File: src/rtl/i2cm_pkg.sv
package i2cm_pkg;
  localparam int PRESC_W = 4;
  localparam logic [1:0] SEL_CTRL = 2'd0;
  localparam logic [1:0] SEL_STAT = 2'd1;
  localparam logic [1:0] SEL_DATA = 2'd2;

  typedef enum logic [2:0] {
    ST_IDLE, ST_START, ST_LOW, ST_HIGH, ST_HOLD, ST_STOP1, ST_STOP2, ST_STOP3
  } eng_state_t;
endpackage

File: src/rtl/i2cm_tick.sv
module i2cm_tick
  import i2cm_pkg::*;
#(
  parameter int DIV_A = 16,
  parameter int DIV_B = 512
) (
  input  logic               clk,
  input  logic               rst_n,
  input  logic               run,
  input  logic               clk_sel,
  input  logic [PRESC_W-1:0] presc,
  output logic               tick
);
  localparam int CW = $clog2((DIV_B / 2) * (1 << PRESC_W) + 1);

  logic [CW-1:0] cnt;
  logic [CW-1:0] base;
  logic [CW-1:0] half;

  always_comb begin
    base = clk_sel ? CW'(DIV_B / 2) : CW'(DIV_A / 2);
    half = base * (CW'(presc) + CW'(1));
    tick = run && (cnt >= half - CW'(1));
  end

  always_ff @(posedge clk or negedge rst_n) begin
    if (!rst_n)             cnt <= '0;
    else if (!run || tick)  cnt <= '0;
    else                    cnt <= cnt + CW'(1);
  end
endmodule

File: src/rtl/i2cm_engine.sv
module i2cm_engine
  import i2cm_pkg::*;
(
  input  logic       clk,
  input  logic       rst_n,
  input  logic       tick,
  input  logic       start_go,
  input  logic       stop_arm,
  input  logic       pend_clr,
  input  logic       ack_en_w,
  input  logic       data_we,
  input  logic [7:0] wdata,
  input  logic       tx_mode,
  input  logic       scl_in,
  input  logic       sda_in,
  output logic       run,
  output logic       quiet,
  output logic       scl_oe,
  output logic       sda_oe,
  output logic [7:0] data_q,
  output logic       busy,
  output logic       pend,
  output logic       arb_lost,
  output logic       last_ack
);
  eng_state_t state;
  logic [3:0] bit_idx;
  logic       tx_byte, ack_lat, stop_pend, sda_q;
  logic [7:0] shreg, nd;

  function automatic logic drv(input logic [3:0] idx, input logic [7:0] d,
                               input logic txb, input logic ackl);
    if (idx == 4'd8) return txb ? 1'b0 : ackl;
    return txb ? ~d[7] : 1'b0;
  endfunction

  always_comb begin
    nd     = {shreg[6:0], sda_in};
    quiet  = (state == ST_IDLE) || (state == ST_HOLD);
    busy   = (state != ST_IDLE);
    scl_oe = (state == ST_LOW) || (state == ST_HOLD) || (state == ST_STOP1);
    sda_oe = sda_q;
    data_q = shreg;
    run    = (state == ST_START) || (state == ST_LOW) || (state == ST_STOP1) ||
             (state == ST_STOP2) || (state == ST_STOP3) ||
             ((state == ST_HIGH) && scl_in);
  end

  always_ff @(posedge clk or negedge rst_n) begin
    if (!rst_n) begin
      state     <= ST_IDLE;
      bit_idx   <= '0;
      tx_byte   <= 1'b1;
      ack_lat   <= 1'b0;
      stop_pend <= 1'b0;
      sda_q     <= 1'b0;
      shreg     <= '0;
      pend      <= 1'b0;
      arb_lost  <= 1'b0;
      last_ack  <= 1'b0;
    end else begin
      if (pend_clr) pend <= 1'b0;
      case (state)
        ST_IDLE: begin
          if (data_we) shreg <= wdata;
          if (start_go) begin
            state     <= ST_START;
            sda_q     <= 1'b1;
            tx_byte   <= 1'b1;
            arb_lost  <= 1'b0;
            bit_idx   <= '0;
            stop_pend <= 1'b0;
          end
        end
        ST_START: if (tick) begin
          state <= ST_LOW;
          sda_q <= drv(4'd0, shreg, 1'b1, ack_lat);
        end
        ST_LOW: if (tick) state <= ST_HIGH;
        ST_HIGH: if (tick) begin
          if (bit_idx == 4'd8) begin
            last_ack <= sda_in;
            pend     <= 1'b1;
            state    <= ST_HOLD;
          end else if (tx_byte && !sda_q && !sda_in) begin
            arb_lost <= 1'b1;
            pend     <= 1'b1;
            sda_q    <= 1'b0;
            state    <= ST_IDLE;
          end else begin
            shreg   <= nd;
            bit_idx <= bit_idx + 4'd1;
            sda_q   <= drv(bit_idx + 4'd1, nd, tx_byte, ack_lat);
            state   <= ST_LOW;
          end
        end
        ST_HOLD: begin
          if (data_we)  shreg     <= wdata;
          if (stop_arm) stop_pend <= 1'b1;
          if (pend_clr) begin
            if (stop_pend) begin
              state <= ST_STOP1;
              sda_q <= 1'b1;
            end else begin
              state   <= ST_LOW;
              bit_idx <= '0;
              tx_byte <= tx_mode;
              ack_lat <= ack_en_w;
              sda_q   <= drv(4'd0, shreg, tx_mode, ack_en_w);
            end
          end
        end
        ST_STOP1: if (tick) state <= ST_STOP2;
        ST_STOP2: if (tick) begin
          state <= ST_STOP3;
          sda_q <= 1'b0;
        end
        ST_STOP3: if (tick) state <= ST_IDLE;
        default: state <= ST_IDLE;
      endcase
    end
  end
endmodule

File: src/rtl/i2cm_ctrl.sv
module i2cm_ctrl
  import i2cm_pkg::*;
#(
  parameter int DIV_A = 16,
  parameter int DIV_B = 512
) (
  input  logic       clk,
  input  logic       rst_n,
  input  logic       reg_wr,
  input  logic [1:0] reg_sel,
  input  logic [7:0] reg_wdata,
  output logic [7:0] ctrl_q,
  output logic [7:0] stat_q,
  output logic [7:0] data_q,
  output logic       irq,
  output logic       scl_oe,
  input  logic       scl_in,
  output logic       sda_oe,
  input  logic       sda_in
);
  logic [PRESC_W-1:0] presc;
  logic irq_en, clk_sel, ack_en, out_en;
  logic [1:0] mode;
  logic run, tick, quiet, busy, pend, arb_lost, last_ack;
  logic wr_ctrl, wr_stat, wr_data, start_go, stop_arm, pend_clr;
  logic unused_stat_bits;

  always_comb begin
    wr_ctrl  = reg_wr && (reg_sel == SEL_CTRL);
    wr_stat  = reg_wr && (reg_sel == SEL_STAT);
    wr_data  = reg_wr && (reg_sel == SEL_DATA);
    start_go = wr_stat && reg_wdata[7] && reg_wdata[5] && reg_wdata[4];
    stop_arm = wr_stat && !reg_wdata[5];
    pend_clr = wr_ctrl && !reg_wdata[4];
    unused_stat_bits = ^reg_wdata[3:0];
    irq      = pend && irq_en;
    ctrl_q   = {ack_en, clk_sel, irq_en, pend, presc};
    stat_q   = {mode, busy, out_en, arb_lost, 2'b00, last_ack};
  end

  always_ff @(posedge clk or negedge rst_n) begin
    if (!rst_n) begin
      presc   <= '0;
      irq_en  <= 1'b0;
      clk_sel <= 1'b0;
      ack_en  <= 1'b0;
      mode    <= 2'b00;
      out_en  <= 1'b0;
    end else begin
      if (wr_ctrl) begin
        presc   <= reg_wdata[PRESC_W-1:0];
        irq_en  <= reg_wdata[5];
        clk_sel <= reg_wdata[6];
        ack_en  <= reg_wdata[7];
      end
      if (wr_stat && quiet) begin
        mode   <= reg_wdata[7:6];
        out_en <= reg_wdata[4];
      end
    end
  end

  i2cm_tick #(.DIV_A(DIV_A), .DIV_B(DIV_B)) u_tick (
    .clk(clk), .rst_n(rst_n), .run(run), .clk_sel(clk_sel), .presc(presc), .tick(tick)
  );

  i2cm_engine u_eng (
    .clk(clk), .rst_n(rst_n), .tick(tick),
    .start_go(start_go), .stop_arm(stop_arm), .pend_clr(pend_clr),
    .ack_en_w(reg_wdata[7]), .data_we(wr_data), .wdata(reg_wdata),
    .tx_mode(mode[0]), .scl_in(scl_in), .sda_in(sda_in),
    .run(run), .quiet(quiet), .scl_oe(scl_oe), .sda_oe(sda_oe),
    .data_q(data_q), .busy(busy), .pend(pend), .arb_lost(arb_lost),
    .last_ack(last_ack)
  );
endmodule

File: config.mk
export PLATFORM = sky130hd
export DESIGN_NAME = i2cm_ctrl
export DESIGN_NICKNAME = d
export VERILOG_FILES = /design/src/rtl/i2cm_pkg.sv /design/src/rtl/i2cm_tick.sv /design/src/rtl/i2cm_engine.sv /design/src/rtl/i2cm_ctrl.sv
export SDC_FILE = /design/constraint.sdc
export NUM_CORES = 1
export LEC_CHECK = 0
export BUFFER_PORTS_ARGS = -buffer_cell sky130_fd_sc_hd__buf_2
export CORE_MARGIN = 2
export CORE_UTILIZATION = 30
export CTS_CLUSTER_SIZE = 12
export DETAILED_ROUTE_END_ITERATION = 8
export GPL_ROUTABILITY_DRIVEN = 0
export SLEW_MARGIN = 25
export SYNTH_ARGS = -nofsm -noshare
export SYNTH_HDL_FRONTEND = slang
export SYNTH_SLANG_ARGS = --single-unit
File: constraint.sdc
create_clock -name clk -period 4.3 [get_ports clk]
set_input_delay 0.215 -clock clk [delete_from_list [all_inputs] [get_ports clk]]
set_output_delay 0.215 -clock clk [all_outputs]
set_load 0.1 [all_outputs]
* Word-level counts from Yosys, hierarchy flattened *
Cells that the tools add are included.

storage, ports and cells
  flip-flop bits (word level) = 45
  output and inout port bits = 27

cells by class
  $add $sub $neg = 4
  multipliers = 1
  $lt $le $gt $ge = 1
  equal/unequal tests = 25
  mux-type cells = 60
  bitwise gates (word level) = 3
  reductions and logical operators = 46

operators by type and width
  cell                                                                    count
  8-bit 2-to-1 mux                                                        4
  1-bit 2-to-1 mux                                                        30
  3-bit 2-to-1 mux                                                        10
  2-bit inequality test (second input constant)                           13
  4-bit 2-to-1 mux                                                        6
  3-bit one-hot mux with 8 select lines                                   1
  8-bit one-hot mux with 2 select lines                                   1
  1-bit logical AND                                                       14
  7-bit AND reduction                                                     2
  13-bit by 1-bit adder with 13-bit output (second input constant)        1
  13-bit greater-or-equal comparator                                      1
  13-bit by 13-bit multiplier with 13-bit output                          1
  13-bit 2-to-1 mux                                                       1
  13-bit by 1-bit subtractor with 13-bit output (second input constant)   1
  3-bit equality test (second input constant)                             4
  4-bit one-hot mux with 3 select lines                                   1
  5-bit AND reduction                                                     2
  1-bit logical OR                                                        9
  9-bit 2-to-1 mux                                                        1
  3-bit AND reduction                                                     3
  4-bit equality test (second input constant)                             2
  8-bit AND reduction                                                     1
  3-bit by 2-bit equality test with 1-bit output (second input constant)  2
  1-bit one-hot mux with 2 select lines                                   3
  other kinds (17)                                                        26

* Longest topological paths before layout *
Gate-level depths: netlist of run 1.

  depth in word-level cells = 14
  depth in mapped cells = 19

* Modules after synthesis *
Synthesis of run 1 repeated with hierarchy kept, for this count alone.

second synthesis, totals
  cell total of the unflattened synthesis = 357
  area total of the unflattened synthesis = 3271.9 um2

by module, submodules not included
  module       times used  cells each  area an instance (um2)
  i2cm_engine  1           161         1423.9
  i2cm_tick    1           156         1337.5
  i2cm_ctrl    1           40          510.5

* Least setup slack after synthesis of run 1 *
OpenSTA, ideal clock, no wires.

  path type = register to register
  from = reg presc[2]
  to = reg u_eng.last_ack
  library setup time = 0.128 ns
  data arrival time = 4.733 ns
  data required time = 4.172 ns
  setup slack = -0.560 ns
  cell stages (with the launch flop) = 17
  buffers on the path = 0
  period minus slack after synthesis = 4.860 ns
  path through = dfrtp_1 nand3_1 xor2_1 or2_2 ha_1 ha_1 a41oi_1 o21ai_1 a31o_2 a21oi_1 xnor2_1 ha_1 nand4_1 nor3b_2 o41ai_4 nor4_2 mux2_1

between the ends
  longest elaborated chain between the ends = 6

RTL lines
  what                                            line               text
  start, declared                                 i2cm_ctrl.sv:21    logic [PRESC_W-1:0] presc;
  start signal, assigned                          i2cm_ctrl.sv:51    presc <= reg_wdata[PRESC_W-1:0];
  4-bit by 1-bit adder with 5-bit output          i2cm_tick.sv:22    half = base * (CW'(presc) + CW'(1));
  13-bit by 13-bit multiplier with 13-bit output  i2cm_tick.sv:22
  13-bit by 1-bit subtractor with 13-bit output   i2cm_tick.sv:23    tick = run && (cnt >= half - CW'(1));
  13-bit greater-or-equal comparator              i2cm_tick.sv:23
  1-bit logical AND                               i2cm_tick.sv:23
  3-bit AND reduction (no line)                   --
  end signal, assigned                            i2cm_engine.sv:82  last_ack <= sda_in;
  end, declared                                   i2cm_engine.sv:24  output logic last_ack

No other way between the ends.
A chain may end at the register's enable or synchronous reset.

* Worst setup path in the final report of run 1 *
  from = reg presc[0]
  to = reg u_eng.last_ack

The elaborated chain is that of the path after synthesis.

==> results of run 1 <==
## metrics by stage
step	setup slack, ps	setup TNS, ps	hold WS [ps]
finish	159.8	0	160.1
floorplan	12.28	0	-80.59
detailed placement	-92.58	-122.5	263.3
global route	-22.61	-37.84	170.6
global placement	83.32	0	449.9
CTS	38.86	0	165.2
## registers in the layout (all words and copies together) (netlist names), 2 cells and up
name           cells
mode               2
u_eng.data_q       8
u_eng.state        3
u_tick.cnt        13
u_eng.bit_idx      4
presc              4
## tightest hold or removal path, stage by stage
cell and delay (ps):
buf_2 90, nand2_1 40, o21ai_0 60
## timing repair
| action | 4_1_cts | 5_1_grt |
|---|---|---|
| gates cloned | 0 | 0 |
| hold buffers | 1 | 0 |
| setup buffers | 0 | 3 |
| hold endpoints to repair | 44 | 0 |
| pin swaps | 2 | 12 |
| resized for setup | 2 | 7 |
| endpoints found under the setup margin | 3 | 29 |
## layout make-up
type	instances	area (µm²)
fill	1171	7313
multi-input combinational	282	2196
sequential	45	1140
timing repair buffer	52	310.3
tap	143	178.9
clock buffer	6	128.9
inverter	17	63.81
clock inverter	2	38.79
## routing by layer
layer	wire (µm)	global-route usage (%)
met5	0	0
met4	116	3.621
met3	285	2.994
met2	3937	22.55
met1	3994	18.48
## worst max path at each step
stage,to,cells after the start
final,u_eng.last_ack$_DFFE_PN0P_,16
after global routing,u_eng.last_ack$_DFFE_PN0P_,16
after CTS,u_eng.last_ack$_DFFE_PN0P_,16
after detailed placement,u_eng.last_ack$_DFFE_PN0P_,16
after global placement,u_eng.last_ack$_DFFE_PN0P_,16
after floorplan,u_eng.last_ack$_DFFE_PN0P_,16
## cells in the mapped netlist, drive strengths merged (11+ instances only)
master,n,area (µm²)
a211oi,13,155.2
a21oi,12,63.81
buf,19,138.9
dfrtp,44,1101
ha,30,375.4
inv,17,63.81
mux2,11,123.9
mux2i,12,120.1
nand2,28,105.1
nor2,41,153.9
o21ai,15,78.82
xor2,14,122.6
## kinds of logic after synthesis
logic type / Yosys count / share of synthesized area (%)
AOI/OAI and AO/OA: 79 / 18.14
xor gates and xnor gates: 20 / 5.040
adders and majority gates: 30 / 10.80
buffers and inverters: 44 / 6.695
DFF: 45 / 32.43
muxes: 23 / 7.020
other: 1 / 0.1079
and+or+nand+nor: 128 / 19.76
## report_power, final
part / internal, mW / leakage [nW] / switching, mW / total, mW
sequential: 0.537 / 0.573 / 0.133 / 0.670
combinational: 0.633 / 1.19 / 1.35 / 1.98
clock: 0.276 / 0.0810 / 0.173 / 0.449
==> impl_results.md, run 1 <==
- Status: finished, final reports clean
- DRC violations left: 0
- CP max stage delay: 520 ps
- Overall power: ~3.1 mW
- Worst setup EP type: flop
- Vias in the first global route: 2815
- Most frequent cells in the layout: nor2_1 (41), dfrtp_1 (40), buf_2 (38), nand2_1 (28), ha_1 (27)
- Max_slew headroom: 52.91%
- Number of synthesized flops with an enable pin: 0
- DRT Wirelength: 8.333 mm
- CTS tree: yes
- Dominant synthesized flop cell: dfrtp_1
- Synth Instances: 370
- Critical path origin: presc[0]$_DFFE_PN0P_
- First-pass GRT wire length: 14.25 mm
- Number of routed nets with antenna violations: 0
- DP HPWL: 6.072 mm
- Maxcap violations: 0
- Syn Area/Cell: 9.394 µm²
- Kind of critical path: reg -> reg
- Most common cell after layout, fill and taps aside: nor2_1
- Drt pass-1 iters: 4
- Worst Tran Pin Value: around 710 ps
- Initial Util: 30.57%
- Top Family by Delay on Critical Path: simple AND/OR/NAND/NOR gates
- Critical path launch point type: flop
- Reg2Reg Depth: 16
- Final setup fails: 0
- Worst-path maximum fanout: 7
- Initial antenna violation count: 0
- Slowest-stage cell, CP: dfrtp_4
- Data arrival, critical path: 4310 ps
- Vias post-DR: ~2.8k
- WL per Instance: 15.23 µm
- Cells after DPL: approximately 540
- Slew Limit Fails: 0
- Crit share post-route: 96.28%
- GR Overflow Total: 0
- Pleak: 1.843 nW
- Worst min path class: in -> reg
- Worst hold start: reg_wdata[2]
- Non-filler cells, final: 547
- Synthesis-stage register bit count: 45
- WHS Endpoint: presc[2]$_DFFE_PN0P_
- Max Fclk: 241.5 MHz
- Synth async-reset ratio: 100.0%
- Reg-to-Reg Start: presc[0]$_DFFE_PN0P_
- Clock-pin slew on the worst setup and hold paths: roughly 60 ps
- Register-to-register setup slack: 160 ps
- Sink Count: 45
- Register area share after synthesis: 32.43%
- Synth unique cells: 64
- Die area: 0.01246 mm²
- Synth Warn #: 0
- Hold depth: 3
- Post-route minimum period: 4140 ps
- Utilization after layout: 35.68%
- Post-Syn Area: 0.003476 mm²
- Die X-Extent: 111.6 µm
- Worst-Skew Late Latency: 290 ps
- Synth-to-Final Area Change: 16.70%
- Total Nets Final: 448
- Final hold vios: 0
- Gr usage total: 13.77%
- H-tree depth: 2
- Cell area after layout: 0.004056 mm²
- Initial DRC count: 232
- Vias/cell: roughly 5.2
- Placement Cell Area: 0.003799 mm²
- Diode count: 0
- Pwr dens: about 760 mW/mm²
- Input/output buffers: 39
- Reg2reg end: u_eng.last_ack$_DFFE_PN0P_
- Pin count of the biggest net entering global routing: 46
- Clk root buf: clkbuf_16
- CTS buffer count: 5
- Clock skew: just over 10 ps
- Share of cells above drive strength 1: 25.99%
- Die H: 111.6 µm
- Num rows: 39
- Worst VDD drop: 0.4306 mV
- Core ar.: 0.01137 mm²
- IO Count: 42
- Worst-path cell chain: ha_4, xor2_2, and2_1, ha_1, ha_4, a41oi_2, o21ai_2, a31o_2, a21oi_2, xnor2_1, ha_1, nand4_1, nor3b_4, o41ai_4, nor4_2, mux2_1
- Worst endpoint required time: around 4500 ps
- WP buf/inv: 0
- Maximum root-to-sink buffer count: 2
Note: power is estimated with default switching activity, not from simulation.
==> run 2, diff against run 1 <==
Settings changed: BUFFER_PORTS_ARGS -buffer_cell sky130_fd_sc_hd__buf_2 to not set, DONT_BUFFER_PORTS set to 1, SYNTH_HIERARCHICAL set to 1.
==> run 2 against run 1 <==
Fmax up 0.23%; wire length down 12%; non-clock buffer count down 29; register-to-register slack about the same; sequential share of layout area up 2.5 points; critical path depth up 3; synthesized cell count down 3.5%; global-route usage down 1.0 points; combinational power down 32%; die area down 5.7%; via count down 12%.
==> impl_results.md, run 2 <==
- Pin count of the biggest net entering global routing: 46 (unchanged)
- Top cell by count, worst path: buf_4
- Vias in the first global route: 2281 (was 2815)
- H-tree depth: 2 (unchanged)
- Worst Tran Pin Value: 1103 ps (was 706.2 ps)
- Worst VDD drop: 0.4623 mV (was 0.4306 mV)
- Synth-to-Final Area Change: 13.92% (was 16.70%)
- Clock-pin slew on the worst setup and hold paths: 100 ps (was 60 ps)
- Diode count: 0 (unchanged)
- Complex-gate fraction of the synthesized area: 12.85% (was 18.14%)
- Final hold vios: 0 (unchanged)
- Max reg flops: 13 (unchanged)
- Worst-path maximum fanout: 6 (was 7)
- Register area share after synthesis: 34.46% (was 32.43%)
- Synth async-reset ratio: 100.0% (unchanged)
- Vias/cell: 4.907 (was 5.174)
- Post-Syn Area: 0.003272 mm² (was 0.003476 mm²)
- Synth cell count leaders: dfrtp_1 (44), nor2_1 (42), ha_1 (29), nand2_1 (24), a21oi_1 (20) (was dfrtp_1 (44), nor2_1 (41), ha_1 (30), nand2_1 (28), inv_1 (17))
- Area leader, netlist: dfrtp_1 (unchanged)
- GR Overflow Total: 0 (unchanged)
- Status: finished, final reports clean (unchanged)
- DRC violations left: 0 (unchanged)
- Maximum root-to-sink buffer count: 2 (unchanged)
- Synth unique cells: 56 (was 64)
- Initial antenna violation count: 0 (unchanged)
- Total Nets Final: 411 (was 448)
- Final setup fails: 0 (unchanged)
- Most common cell after layout, fill and taps aside: nor2_1 (unchanged)
- Worst endpoint required time: 4490 ps (was 4470 ps)
- Dominant synthesized flop cell: dfrtp_1 (unchanged)
- Mux contribution to synthesized area: 8.528% (was 7.019%)
- Worst setup EP type: flop (unchanged)
- Main combinational cell family by area after synthesis: simple AND/OR/NAND/NOR gates (unchanged)
- Area contributors post-synth: dfrtp_1 (34%), ha_1 (11%), mux2_2 (5.2%) (was dfrtp_1 (32%), ha_1 (11%), nor2_1 (4.4%))
- Clock skew: 8.466 ps (was 10.36 ps)
- Slowest-stage cell, CP: dfrtp_4 (unchanged)
- Share of cells above drive strength 1: 21.53% (was 25.99%)
- Worst min path class: in -> reg (unchanged)
- Post-route minimum period: 4131 ps (was 4140 ps)
- Yosys top cell area share: 33.65% (was 31.68%)
- Crit share post-route: 96.06% (was 96.28%)
- Gr usage total: 12.74% (was 13.77%)
- WL per Instance: 14.48 µm (was 15.23 µm)
- Number of routed nets with antenna violations: 0 (unchanged)
- Number of synthesized flops with an enable pin: 0 (unchanged)
- Syn Area/Cell: 9.165 µm² (was 9.394 µm²)
- Largest Register: u_tick/cnt (was u_tick.cnt)
- Sink Count: 45 (unchanged)
- Post-Synth Adder-Cell Area: 11.70% (was 10.80%)
- DRT Wirelength: 7.343 mm (was 8.333 mm)
- Initial Util: 30.45% (was 30.57%)
- Drt pass-1 iters: 5 (was 4)
- Most frequent cells in the layout: nor2_1 (42), dfrtp_1 (40), ha_1 (27), nand2_1 (23), buf_4 (20) (was nor2_1 (41), dfrtp_1 (40), buf_2 (38), nand2_1 (28), ha_1 (27))
- CTS buffer count: 5 (unchanged)
- Count leader, synth: dfrtp_1 (unchanged)
- DP HPWL: 5.553 mm (was 6.072 mm)
- Initial DRC count: 144 (was 232)
- Synth Instances: 357 (was 370)
- Die H: 108.4 µm (was 111.6 µm)
- Input/output buffers: 0 (was 39)
- Synthesis-stage register bit count: 45 (unchanged)
- Synth Warn #: 6 (was 0)
- Synth Area in Simple Gates: 19.27% (was 19.76%)
- Kind of critical path: reg -> reg (unchanged)
- Critical path launch point type: flop (unchanged)
- Data arrival, critical path: 4320 ps (was 4310 ps)
- Worst-Skew Late Latency: 300 ps (was 290 ps)
- Die X-Extent: 108.4 µm (was 111.6 µm)
- Slew Limit Fails: 0 (unchanged)
- Max_slew headroom: 26.47% (was 52.91%)
- Pwr dens: 730.9 mW/mm² (was 764.4 mW/mm²)
- First-pass GRT wire length: 11.78 mm (was 14.25 mm)
- CP max stage delay: 510 ps (was 520 ps)
- Non-filler cells, final: 507 (was 547)
- Synth Area in XOR/XNOR: 6.424% (was 5.040%)
- Die area: 0.01176 mm² (was 0.01246 mm²)
- CTS tree: yes (unchanged)
- Setup TNS: 0 ps (unchanged)
- Worst-path cell chain: ha_4, xor2_2, or2_2, inv_1, ha_1, a21o_1, a21oi_2, buf_4, xor2_2, ha_1, a41o_1, a221o_1, a31oi_2, o21ai_1, and2_4, buf_4, buf_4, nand3_1, mux2_2 (was ha_4, xor2_2, and2_1, ha_1, ha_4, a41oi_2, o21ai_2, a31o_2, a21oi_2, xnor2_1, ha_1, nand4_1, nor3b_4, o41ai_4, nor4_2, mux2_1)
- Cells after DPL: 490 (was 535)
- Maxcap violations: 0 (unchanged)
- Num rows: 38 (was 39)
- Core ar.: 0.01075 mm² (was 0.01137 mm²)
- Pleak: 1.681 nW (was 1.843 nW)
- Vias post-DR: 2488 (was 2830)
- Max Fclk: 242.1 MHz (was 241.5 MHz)
- IO Count: 42 (unchanged)
- Clk root buf: clkbuf_8 (was clkbuf_16)
## run 2: cell types whose count changed after synthesis, moves of 6 or more
| cell | delta |
|---|---|
| o31ai_1 | -7 |
| o21ai_0 | +6 |
| a21oi_1 | +9 |
| a31oi_1 | -6 |
| mux2_2 | +6 |
| nor2b_1 | +6 |
| a211oi_2 | -9 |
| nor3b_1 | -6 |
## run 2: area by class of cell
type / instances / area (µm²)
fillers: 1115 / 7018
multi-input cells: 272 / 2014
flip-flops and latches: 45 / 1140
repair buffers: 23 / 207.7
well taps: 140 / 175.2
inverters: 19 / 73.82
clock buffers: 5 / 68.82
clock inverters: 3 / 47.55
## run 2: routing by layer
| layer | vias up | GRT usage, % | share of wire [%] |
|---|---|---|---|
| met5 | - | 0 | 0 |
| met1 | 1173 | 17.92 | 48 |
| met4 | 0 | 3.938 | 1.7 |
| met2 | 65 | 18.71 | 44 |
| met3 | 8 | 3.858 | 6.4 |
| li1 | 1242 | - | - |
## run 2: cells by family after synthesis
kind of cell             Yosys count
AND/OR/NAND/NOR                  125
AO/OA/AOI/OAI                     65
flip-flops                        45
buffers and inverters             41
adder cells (fa/ha/maj)           30
multiplexers                      26
XOR/XNOR                          24
other                              1
## run 2: power by group
group	switching [mW]	internal [mW]
Clock	0.159	0.177
Combinational	0.825	0.528
Sequential	0.503	0.532
Total	1.49	1.24
## run 2: timing repair
item	4_1_cts	5_1_grt
gates resized for setup	3	15
hold endpoints to repair	45	0
pin swaps	1	5
hold buffers	2	0
setup buffers	0	7
setup endpoints to repair	5	17
## run 2: final timing paths
path                                              startpoint                      endpoint  slack, ps  cells past startpoint
worst max-delay path                    presc[1]$_DFFE_PN0P_    u_eng/last_ack$_DFFE_PN0P_        170                     19
worst min-delay path                            reg_wdata[7]           mode[1]$_DFFE_PN0P_         60                      1
worst max register to register          presc[1]$_DFFE_PN0P_    u_eng/last_ack$_DFFE_PN0P_        170                     19
worst min register to register  u_eng/bit_idx[3]$_DFFE_PN0P_  u_eng/bit_idx[3]$_DFFE_PN0P_        530                      1
max in group asynchronous                              rst_n     u_eng/tx_byte$_DFFE_PN1P_       3620                      2
min in group asynchronous                              rst_n    u_eng/last_ack$_DFFE_PN0P_        410                      2
## run 2: through the flow
stage | cell area [µm²] | power, mW | hold slack [ps] | util (%) | worst slack, ps
floorplan | 3316 | 2.079 | -80.59 | - | 23.84
global placement | 3456 | 2.285 | -78.49 | 32.16 | -28.69
detailed placement | 3456 | 2.318 | -77.95 | 32.16 | -111.8
CTS | 3630 | 2.693 | 45.28 | 33.78 | 2.442
global route | 3727 | 2.916 | 38.88 | 34.69 | -14.96
finish | 3727 | 2.724 | 55.68 | 34.69 | 169.5
## run 2: critical path, delay by kind of cell, from the launching register on
family          cells  cell delay (ps)
simple gates        3              630
flops               1              510
xor+xnor            2              290
buf+inv             4              460
compound gates      6             1120
mux                 1              340
fa+ha+maj           3              670
